File: src/rtl/nibtx_pkg.sv
package nibtx_pkg;
  localparam logic [7:0] MODE_RST_VAL = 8'h29;
  localparam logic [1:0] TREF_SLAVE   = 2'b01;
  localparam int         HOLD_BIT     = 4;
endpackage

File: src/rtl/nibtx_mode_reg.sv
module nibtx_mode_reg #(
  parameter int ADDR_W = 4
) (
  input  logic              clk_i,
  input  logic              rst_ni,
  input  logic              wr_i,
  input  logic [ADDR_W-1:0] addr_i,
  input  logic [7:0]        wdata_i,
  output logic [7:0]        rdata_o,
  output logic              hold_o,
  output logic [1:0]        tref_o
);
  import nibtx_pkg::*;

  logic [7:0] mode_q, mode_d;
  logic       sel;

  assign sel = (addr_i == '0);

  always_comb begin
    mode_d = mode_q;
    if (wr_i && sel) mode_d = wdata_i;
  end

  always_ff @(posedge clk_i or negedge rst_ni) begin
    if (!rst_ni) mode_q <= MODE_RST_VAL;
    else         mode_q <= mode_d;
  end

  assign rdata_o = sel ? mode_q : 8'h00;
  assign hold_o  = mode_q[HOLD_BIT];
  assign tref_o  = mode_q[1:0];
endmodule

File: src/rtl/nibtx_clk_div.sv
module nibtx_clk_div #(
  parameter int DIV_LOG2 = 2
) (
  input  logic clk_i,
  input  logic rst_ni,
  input  logic run_i,
  output logic nib_clk_o,
  output logic cap_o
);
  localparam int               DIV    = 1 << DIV_LOG2;
  localparam logic [DIV_LOG2-1:0] CAP_PH = DIV_LOG2'(DIV / 2 - 1);

  logic [DIV_LOG2-1:0] ph_q, ph_d;

  always_comb begin
    if (run_i) ph_d = ph_q + 1'b1;
    else       ph_d = '0;
  end

  always_ff @(posedge clk_i or negedge rst_ni) begin
    if (!rst_ni) ph_q <= '0;
    else         ph_q <= ph_d;
  end

  assign nib_clk_o = ph_q[DIV_LOG2-1];
  assign cap_o     = run_i && (ph_q == CAP_PH);
endmodule

File: src/rtl/nibtx_frame_ctr.sv
module nibtx_frame_ctr #(
  parameter int FRAME_NIBS = 1176
) (
  input  logic clk_i,
  input  logic rst_ni,
  input  logic run_i,
  input  logic cap_i,
  input  logic slave_i,
  input  logic ext_ref_i,
  input  logic clr_err_i,
  output logic first_o,
  output logic frame_ref_o,
  output logic align_err_o
);
  localparam int               CNT_W = $clog2(FRAME_NIBS);
  localparam logic [CNT_W-1:0] LAST  = CNT_W'(FRAME_NIBS - 1);
  localparam logic [CNT_W-1:0] ONE   = CNT_W'(1);

  logic [CNT_W-1:0] cnt_q, cnt_d;
  logic             err_q, err_d;
  logic             ext_hit, at_zero;

  assign at_zero = (cnt_q == '0);
  assign ext_hit = cap_i && slave_i && ext_ref_i;

  always_comb begin
    cnt_d = cnt_q;
    if (!run_i)        cnt_d = '0;
    else if (ext_hit)  cnt_d = ONE;
    else if (cap_i)    cnt_d = (cnt_q == LAST) ? '0 : cnt_q + ONE;
  end

  always_comb begin
    err_d = err_q;
    if (clr_err_i)                 err_d = 1'b0;
    else if (ext_hit && !at_zero)  err_d = 1'b1;
  end

  always_ff @(posedge clk_i or negedge rst_ni) begin
    if (!rst_ni) begin
      cnt_q <= '0;
      err_q <= 1'b0;
    end else begin
      cnt_q <= cnt_d;
      err_q <= err_d;
    end
  end

  assign first_o     = cap_i && (ext_hit || at_zero);
  assign frame_ref_o = run_i && !slave_i && at_zero;
  assign align_err_o = err_q;
endmodule

File: src/rtl/nibtx_serializer.sv
module nibtx_serializer #(
  parameter int NIB_W = 4
) (
  input  logic             clk_i,
  input  logic             rst_ni,
  input  logic             run_i,
  input  logic             load_i,
  input  logic [NIB_W-1:0] nib_i,
  input  logic             first_i,
  output logic             bit_o,
  output logic             valid_o,
  output logic             first_o
);
  logic [NIB_W-1:0] sh_q, sh_d;
  logic             val_q, val_d;
  logic             fst_q, fst_d;

  always_comb begin
    sh_d  = {sh_q[NIB_W-2:0], 1'b0};
    val_d = val_q;
    fst_d = 1'b0;
    if (!run_i) begin
      sh_d  = '0;
      val_d = 1'b0;
    end else if (load_i) begin
      sh_d  = nib_i;
      val_d = 1'b1;
      fst_d = first_i;
    end
  end

  always_ff @(posedge clk_i or negedge rst_ni) begin
    if (!rst_ni) begin
      sh_q  <= '0;
      val_q <= 1'b0;
      fst_q <= 1'b0;
    end else begin
      sh_q  <= sh_d;
      val_q <= val_d;
      fst_q <= fst_d;
    end
  end

  assign bit_o   = sh_q[NIB_W-1];
  assign valid_o = val_q;
  assign first_o = fst_q;
endmodule

File: src/rtl/nib_tx_payload_if.sv
module nib_tx_payload_if #(
  parameter int ADDR_W     = 4,
  parameter int NIB_W      = 4,
  parameter int FRAME_NIBS = 1176
) (
  input  logic              clk_i,
  input  logic              rst_ni,
  input  logic              nib_mode_i,
  input  logic              reg_wr_i,
  input  logic [ADDR_W-1:0] reg_addr_i,
  input  logic [7:0]        reg_wdata_i,
  output logic [7:0]        reg_rdata_o,
  output logic              nib_clk_o,
  input  logic [NIB_W-1:0]  nib_data_i,
  input  logic              frame_ref_i,
  output logic              frame_ref_o,
  output logic              ser_bit_o,
  output logic              ser_valid_o,
  output logic              ser_first_o,
  output logic              align_err_o
);
  import nibtx_pkg::*;

  localparam int DIV_LOG2 = $clog2(NIB_W);

  logic       hold, run, slave, cap, first;
  logic [1:0] tref;

  nibtx_mode_reg #(.ADDR_W(ADDR_W)) u_reg (
    .clk_i   (clk_i),
    .rst_ni  (rst_ni),
    .wr_i    (reg_wr_i),
    .addr_i  (reg_addr_i),
    .wdata_i (reg_wdata_i),
    .rdata_o (reg_rdata_o),
    .hold_o  (hold),
    .tref_o  (tref)
  );

  assign run   = nib_mode_i && !hold;
  assign slave = (tref == TREF_SLAVE);

  nibtx_clk_div #(.DIV_LOG2(DIV_LOG2)) u_div (
    .clk_i     (clk_i),
    .rst_ni    (rst_ni),
    .run_i     (run),
    .nib_clk_o (nib_clk_o),
    .cap_o     (cap)
  );

  nibtx_frame_ctr #(.FRAME_NIBS(FRAME_NIBS)) u_ctr (
    .clk_i       (clk_i),
    .rst_ni      (rst_ni),
    .run_i       (run),
    .cap_i       (cap),
    .slave_i     (slave),
    .ext_ref_i   (frame_ref_i),
    .clr_err_i   (hold),
    .first_o     (first),
    .frame_ref_o (frame_ref_o),
    .align_err_o (align_err_o)
  );

  nibtx_serializer #(.NIB_W(NIB_W)) u_ser (
    .clk_i   (clk_i),
    .rst_ni  (rst_ni),
    .run_i   (run),
    .load_i  (cap),
    .nib_i   (nib_data_i),
    .first_i (first),
    .bit_o   (ser_bit_o),
    .valid_o (ser_valid_o),
    .first_o (ser_first_o)
  );
endmodule

File: config.mk
export PLATFORM = sky130hd
export DESIGN_NAME = nib_tx_payload_if
export DESIGN_NICKNAME = d
export VERILOG_FILES = /design/src/rtl/nibtx_pkg.sv /design/src/rtl/nibtx_mode_reg.sv /design/src/rtl/nibtx_clk_div.sv /design/src/rtl/nibtx_frame_ctr.sv /design/src/rtl/nibtx_serializer.sv /design/src/rtl/nib_tx_payload_if.sv
export SDC_FILE = /design/constraint.sdc
export NUM_CORES = 1
export LEC_CHECK = 0
export BUFFER_PORTS_ARGS = -buffer_cell sky130_fd_sc_hd__buf_4
export CAP_MARGIN = 20
export CORE_ASPECT_RATIO = 0.75
export CORE_MARGIN = 2
export CORE_UTILIZATION = 59
export CTS_BUF_LIST = sky130_fd_sc_hd__clkbuf_4 sky130_fd_sc_hd__clkbuf_8
export DETAILED_ROUTE_END_ITERATION = 8
export PLACE_DENSITY_LB_ADDON = 0.2
export SYNTH_ARGS = -nofsm -noshare
export SYNTH_HDL_FRONTEND = slang
export SYNTH_HIERARCHICAL = 1
export SYNTH_SLANG_ARGS = --single-unit
File: constraint.sdc
create_clock -name clk_i -period 6.46 [get_ports clk_i]
set_clock_uncertainty 0.2 [all_clocks]
set_input_delay 0.969 -clock clk_i [delete_from_list [all_inputs] [get_ports clk_i]]
set_output_delay 0.969 -clock clk_i [all_outputs]
set_load 0.005 [all_outputs]
Yosys cells after proc, flatten, opt, wreduce, memory -nomap -nowiden
Cells that the tools add are included.
{"block": "totals", "ff_bits": 28, "in_bits": 21, "ramBits": 0, "memories": 0, "word_cells": 44, "latchBits": 0, "rom_bits": 0}
{"block": "op_classes", "multipliers": 0, "magnitude_cmp": 0, "div": 0, "n_eq_ne": 5, "reduce_logical": 16, "n_shift": 0, "bitwise_logic": 0, "n_mux": 14, "add_sub_neg": 2}
{"cell": "$mux W11", "n": 4}
{"cell": "$add A11 B1 Y11 const B", "n": 1}
{"cell": "$eq A11 B11 Y1 const B", "n": 1}
{"cell": "$logic_not A11 Y1", "n": 1}
{"cell": "$logic_and A1 B1 Y1", "n": 9}
{"cell": "$mux W4", "n": 2}
{"cell": "$mux W8", "n": 1}
{"cell": "$mux W1", "n": 6}
{"cell": "$eq A2 B1 Y1 const B", "n": 2}
{"cell": "$logic_not A4 Y1", "n": 1}
{"cell": "$logic_not A1 Y1", "n": 3}
{"cell": "$ne A3 B3 Y1 const B", "n": 1}
{"cell": "$add A2 B1 Y2 const B", "n": 1}
{"cell": "$mux W2", "n": 1}
{"cell": "$ne A2 B2 Y1 const B", "n": 1}
{"cell": "$reduce_bool A2 Y1", "n": 1}
{"cell": "$logic_or A1 B1 Y1", "n": 1}

Depth between registers and ports, before layout
{"block": "logic_depth", "depth_word": 9, "mapped_depth": 7}

Cells and area by module
Netlist, hierarchy kept.
{"module": "nibtx_frame_ctr", "cells_each": 73, "area_each_um2": 706.9, "n_inst": 1}
{"module": "nibtx_mode_reg", "cells_each": 28, "area_each_um2": 401.6, "n_inst": 1}
{"module": "nibtx_serializer", "cells_each": 16, "area_each_um2": 232.7, "n_inst": 1}
{"module": "nibtx_clk_div", "cells_each": 7, "area_each_um2": 100.1, "n_inst": 1}
{"module": "nib_tx_payload_if", "cells_each": 2, "area_each_um2": 27.5, "n_inst": 1}

Worst setup path after synthesis
OpenSTA, ideal clock, no wires.
{"block": "synth_timing", "path_kind": "in2out", "startpoint": "input nib_mode_i", "endpoint": "output frame_ref_o", "t_arrival_ns": 1.667, "setup_slack_ns": 3.624, "required_time_ns": 5.291, "cell_stages": 4, "path_cell_list": "nor2b_4 inv_1 clkbuf_1 nor3_1"}
{"block": "synth_between", "elab_chain_len": 3}
{"element": "start: declaration", "line_no": "nib_tx_payload_if.sv:8", "source": "input logic nib_mode_i,"}
{"element": "$logic_and A1 B1 Y1", "line_no": "nib_tx_payload_if.sv:40", "source": "assign run = nib_mode_i && !hold;"}
{"element": "$logic_and A1 B1 Y1 (2 in a row)", "line_no": "nibtx_frame_ctr.sv:50", "source": "assign frame_ref_o = run_i && !slave_i && at_zero;"}
{"element": "end: declaration", "line_no": "nib_tx_payload_if.sv:16", "source": "output logic frame_ref_o,"}
No other way between the ends.

Worst setup path after layout
{"block": "layout_timing", "startpoint": "input nib_mode_i", "endpoint": "output frame_ref_o"}
{"block": "layout_between", "elab_chain_len": 3}
{"element": "$logic_and A1 B1 Y1", "line_no": "nib_tx_payload_if.sv:40"}
{"element": "via run", "line_no": "nib_tx_payload_if.sv:26", "source": "logic hold, run, slave, cap, first;"}
{"element": "$logic_and A1 B1 Y1 (2 in a row)", "line_no": "nibtx_frame_ctr.sv:50"}
The timed path passes the listed nets, and every way through them passes these cells.

==> out/metrics.csv <==
stage;metric;value;unit
outcome;outcome;completed;
die;die height;47.2;um
clock_tree;Max H-tree Level;1;
power;P_leak;0.836;nW
clock_tree;post-CTS resize count;0;
clock_tree;clock latency on the worst-skew pair;0.33;ns
grt;first-pass GRT wire length;4490;um
clock_tree;total CTS buffers;3;
logic_synthesis;number of synthesized register bits;28;
grt;global route total overflow;0;
sta;RSZ-0062 raised after global routing;no;
grt;gr usage total;0.214;
sta;fin worst setup slack;3.36;ns
logic_synthesis;Ys Warns;6;
grt;vias in the first global route;1034;
cells_and_area;commonest non-fill, non-tap cell in the layout;buf_4;
routing;1st-iter DRT viols;38;
cells_and_area;share of post-route cells with drive strength above 1;0.450;
die;placeable core region;2330;um^2
cells_and_area;commonest non-fill, non-tap cells in the layout;buf_4, dfrtp_1, and2_2, mux2_2, nor3_1;
routing;drt first pass iters;4;
logic_synthesis;Seq/Total Area, Yosys;0.480;
routing;vias per std cell;5.66;
clock_tree;clk sinks;28;
sta;relative slew slack;0.684;
clock_tree;hold_buf cts;0;
sta;achievable frequency;323;MHz
cells_and_area;nets;185;
worst_setup_path;Crit Path Max Fanout;12;
routing;Remaining DRCs;0;
sta;Fin. Hold Viols;0;
worst_setup_path;WS Path Type;primary input to output pin;
clock_tree;clk buf depth;2;
clock_tree;Post-CTS Setup Bufs;0;
routing;via count;1098;
clock_tree;Reg clk slew, reported paths;0.14;ns
cells_and_area;P&R area growth vs syn;21.8;%
logic_synthesis;complex-gate fraction of the synthesized area;0.0579;
routing;final WL;2900;um
sta;clock period minus worst slack;3.10;ns
logic_synthesis;Yosys cell types;36;
logic_synthesis;XOR/XNOR Fraction of Synth Area;0.0358;
logic_synthesis;largest family of logic cells by synthesized area;simple AND/OR/NAND/NOR gates;
place;gpl congestion;0.952;
sta;Setup-failing EPs final;0;
logic_synthesis;Gate Count Post-Synth;126;
place;# port buffers;34;
die;# IOs;35;
die;Rows;15;
worst_setup_path;Worst setup SP type;primary input;
sta;crit share post-route;0.480;
power;total power;0.383;mW
die;Die X;61.6;um
power;Max VDD drop;0.000177;V
worst_hold_path;Hold Crit Class;flop to flop;
logic_synthesis;post-synthesis simple-gate area fraction;0.286;
cells_and_area;# diodes;0;
place;Detail Placement HPWL;2180;um
grt;initial antenna violation count;0;
logic_synthesis;Synth Area per Inst;11.7;um^2
clock_tree;CTS tree;done;
grt;pin count of the biggest net entering global routing;29;
routing;DR WL/cell;15.0;um
die;Initial Util;0.631;
sta;Setup Total Neg Slack;0;ns
place;pre-CTS setup slack;3.37;ns
die;die area;2910;um^2
worst_setup_path;worst path arrival time;1.93;ns
logic_synthesis;post-synthesis mux area share;0.0818;
logic_synthesis;adder-cell area share of the yosys netlist;0.0256;
sta;Slew Viols, Final;0;
power;PwrDens;214;nW/um^2
logic_synthesis;syn_nets;150;
sta;worst-margin pin slew;0.474;ns
clock_tree;Root Buffer;clkbuf_4;
logic_synthesis;synthesized cell area;1470;um^2
routing;post-route ant nets;0;
worst_setup_path;CP Capture Type;output pin;
flow_run;Max Cap Viol;0;
worst_setup_path;WP data required;5.29;ns
[layer usage]
layer,wire length [um],track usage,vias up
met5,0,0,-
met4,31,0.0553,0
met3,241,0.0661,6
met2,1390,0.364,48
met1,1240,0.270,528
li1,-,-,516
[final cells by class]
type,instances,area [um^2]
Clock buffer,3,22.5
Clock inverter,1,30.0
Fill cell,172,538
Inverter,5,18.8
Multi-Input combinational cell,89,716
Sequential cell,28,704
Tap cell,34,42.5
Timing Repair Buffer,34,255
[cell usage after synthesis]
| master | n | share of area |
|---|---|---|
| dfrtp_1 | 25 | 0.43 |
| and2_2 | 8 | 0.041 |
| mux2_2 | 8 | 0.061 |
| nor3_1 | 7 | 0.024 |
| xor2_1 | 6 | 0.036 |
| inv_1 | 5 | 0.013 |
| nand2_1 | 5 | 0.013 |
| nand4_1 | 5 | 0.021 |
| a21oi_1 | 4 | 0.014 |
| nand4b_1 | 4 | 0.024 |
| nor2b_4 | 4 | 0.037 |
| and2_1 | 3 | 0.013 |
| and3_2 | 3 | 0.015 |
| dfstp_2 | 3 | 0.054 |
| ha_1 | 3 | 0.026 |
| mux2i_1 | 3 | 0.020 |
| nand3_1 | 3 | 0.010 |
| nor2b_1 | 3 | 0.013 |
| o21ai_0 | 3 | 0.010 |
| a31oi_1 | 2 | 0.0085 |
| buf_4 | 2 | 0.010 |
| nor2_1 | 2 | 0.0051 |
| nor4_1 | 2 | 0.0085 |
| a211oi_2 | 1 | 0.0085 |
| a21oi_2 | 1 | 0.0060 |
| a41oi_1 | 1 | 0.0060 |
| and4_2 | 1 | 0.0068 |
| and4_4 | 1 | 0.0077 |
| buf_6 | 1 | 0.0077 |
| clkbuf_1 | 1 | 0.0026 |
| nand2_4 | 1 | 0.0077 |
| nand2b_2 | 1 | 0.0060 |
| nand4_4 | 1 | 0.014 |
| nor4_4 | 1 | 0.014 |
| o21a_1 | 1 | 0.0051 |
| or3_1 | 1 | 0.0043 |
[registers in the layout (all words and copies together) (netlist names)]
name / count
u_ser/sh_q: 4
u_ctr/cnt_q: 11
u_ctr/align_err_o: 1
u_reg/mode_q: 8
u_ser/first_o: 1
u_ser/valid_o: 1
u_div/ph_q: 2
[power by group]
group | internal [mW] | switching [mW] | total, mW
combinational | 0.0349 | 0.0311 | 0.0660
sequential | 0.193 | 0.00988 | 0.203
clock | 0.0628 | 0.0505 | 0.113
total | 0.291 | 0.0915 | 0.383
[critical path: stages]
cell	delay, ns
buf_4	0.08
nor2b_4	0.26
inv_1	0.24
nor3_1	0.24
buf_4	0.14
[cell families (layout without fill, tap and decap cells)]
family / count (synthesis) / after routing
xor+xnor: 6 / 6
compound gates: 13 / 13
fa+ha+maj: 3 / 3
mux: 11 / 11
buf+inv: 9 / 43
simple gates: 56 / 56
flops: 28 / 28
[path summary, 6_finish.rpt]
| path | start | end | cells past startpoint | slack [ns] |
|---|---|---|---|---|
| min in group asynchronous | rst_ni | u_ser/sh_q[2]$_DFF_PN0_ | 1 | 0.32 |
| max reg2reg | u_reg/mode_q[4]$_DFFE_PN0P_ | u_ctr/cnt_q[10]$_DFFE_PN0P_ | 6 | 3.98 |
| min | u_div/ph_q[0]$_DFF_PN0_ | u_div/ph_q[0]$_DFF_PN0_ | 1 | 0.29 |
| max | nib_mode_i | frame_ref_o | 5 | 3.36 |
| min reg2reg | u_div/ph_q[0]$_DFF_PN0_ | u_div/ph_q[0]$_DFF_PN0_ | 1 | 0.29 |
| max in group asynchronous | rst_ni | u_reg/mode_q[5]$_DFFE_PN1P_ | 1 | 5.44 |
[stage by stage]
| stage | utilization | instances | hold WS, ns | cell area [um^2] |
|---|---|---|---|---|
| finish | 0.769 | 194 | 0.293 | 1790 |
| global placement | 0.746 | 190 | 0.259 | 1740 |
| detailed placement | 0.746 | 190 | 0.273 | 1740 |
| CTS | 0.769 | 194 | 0.300 | 1790 |
| floorplan | - | 126 | 0.250 | 1470 |
| global route | 0.769 | 194 | 0.309 | 1790 |
Note: power is estimated with default switching activity, not from simulation.
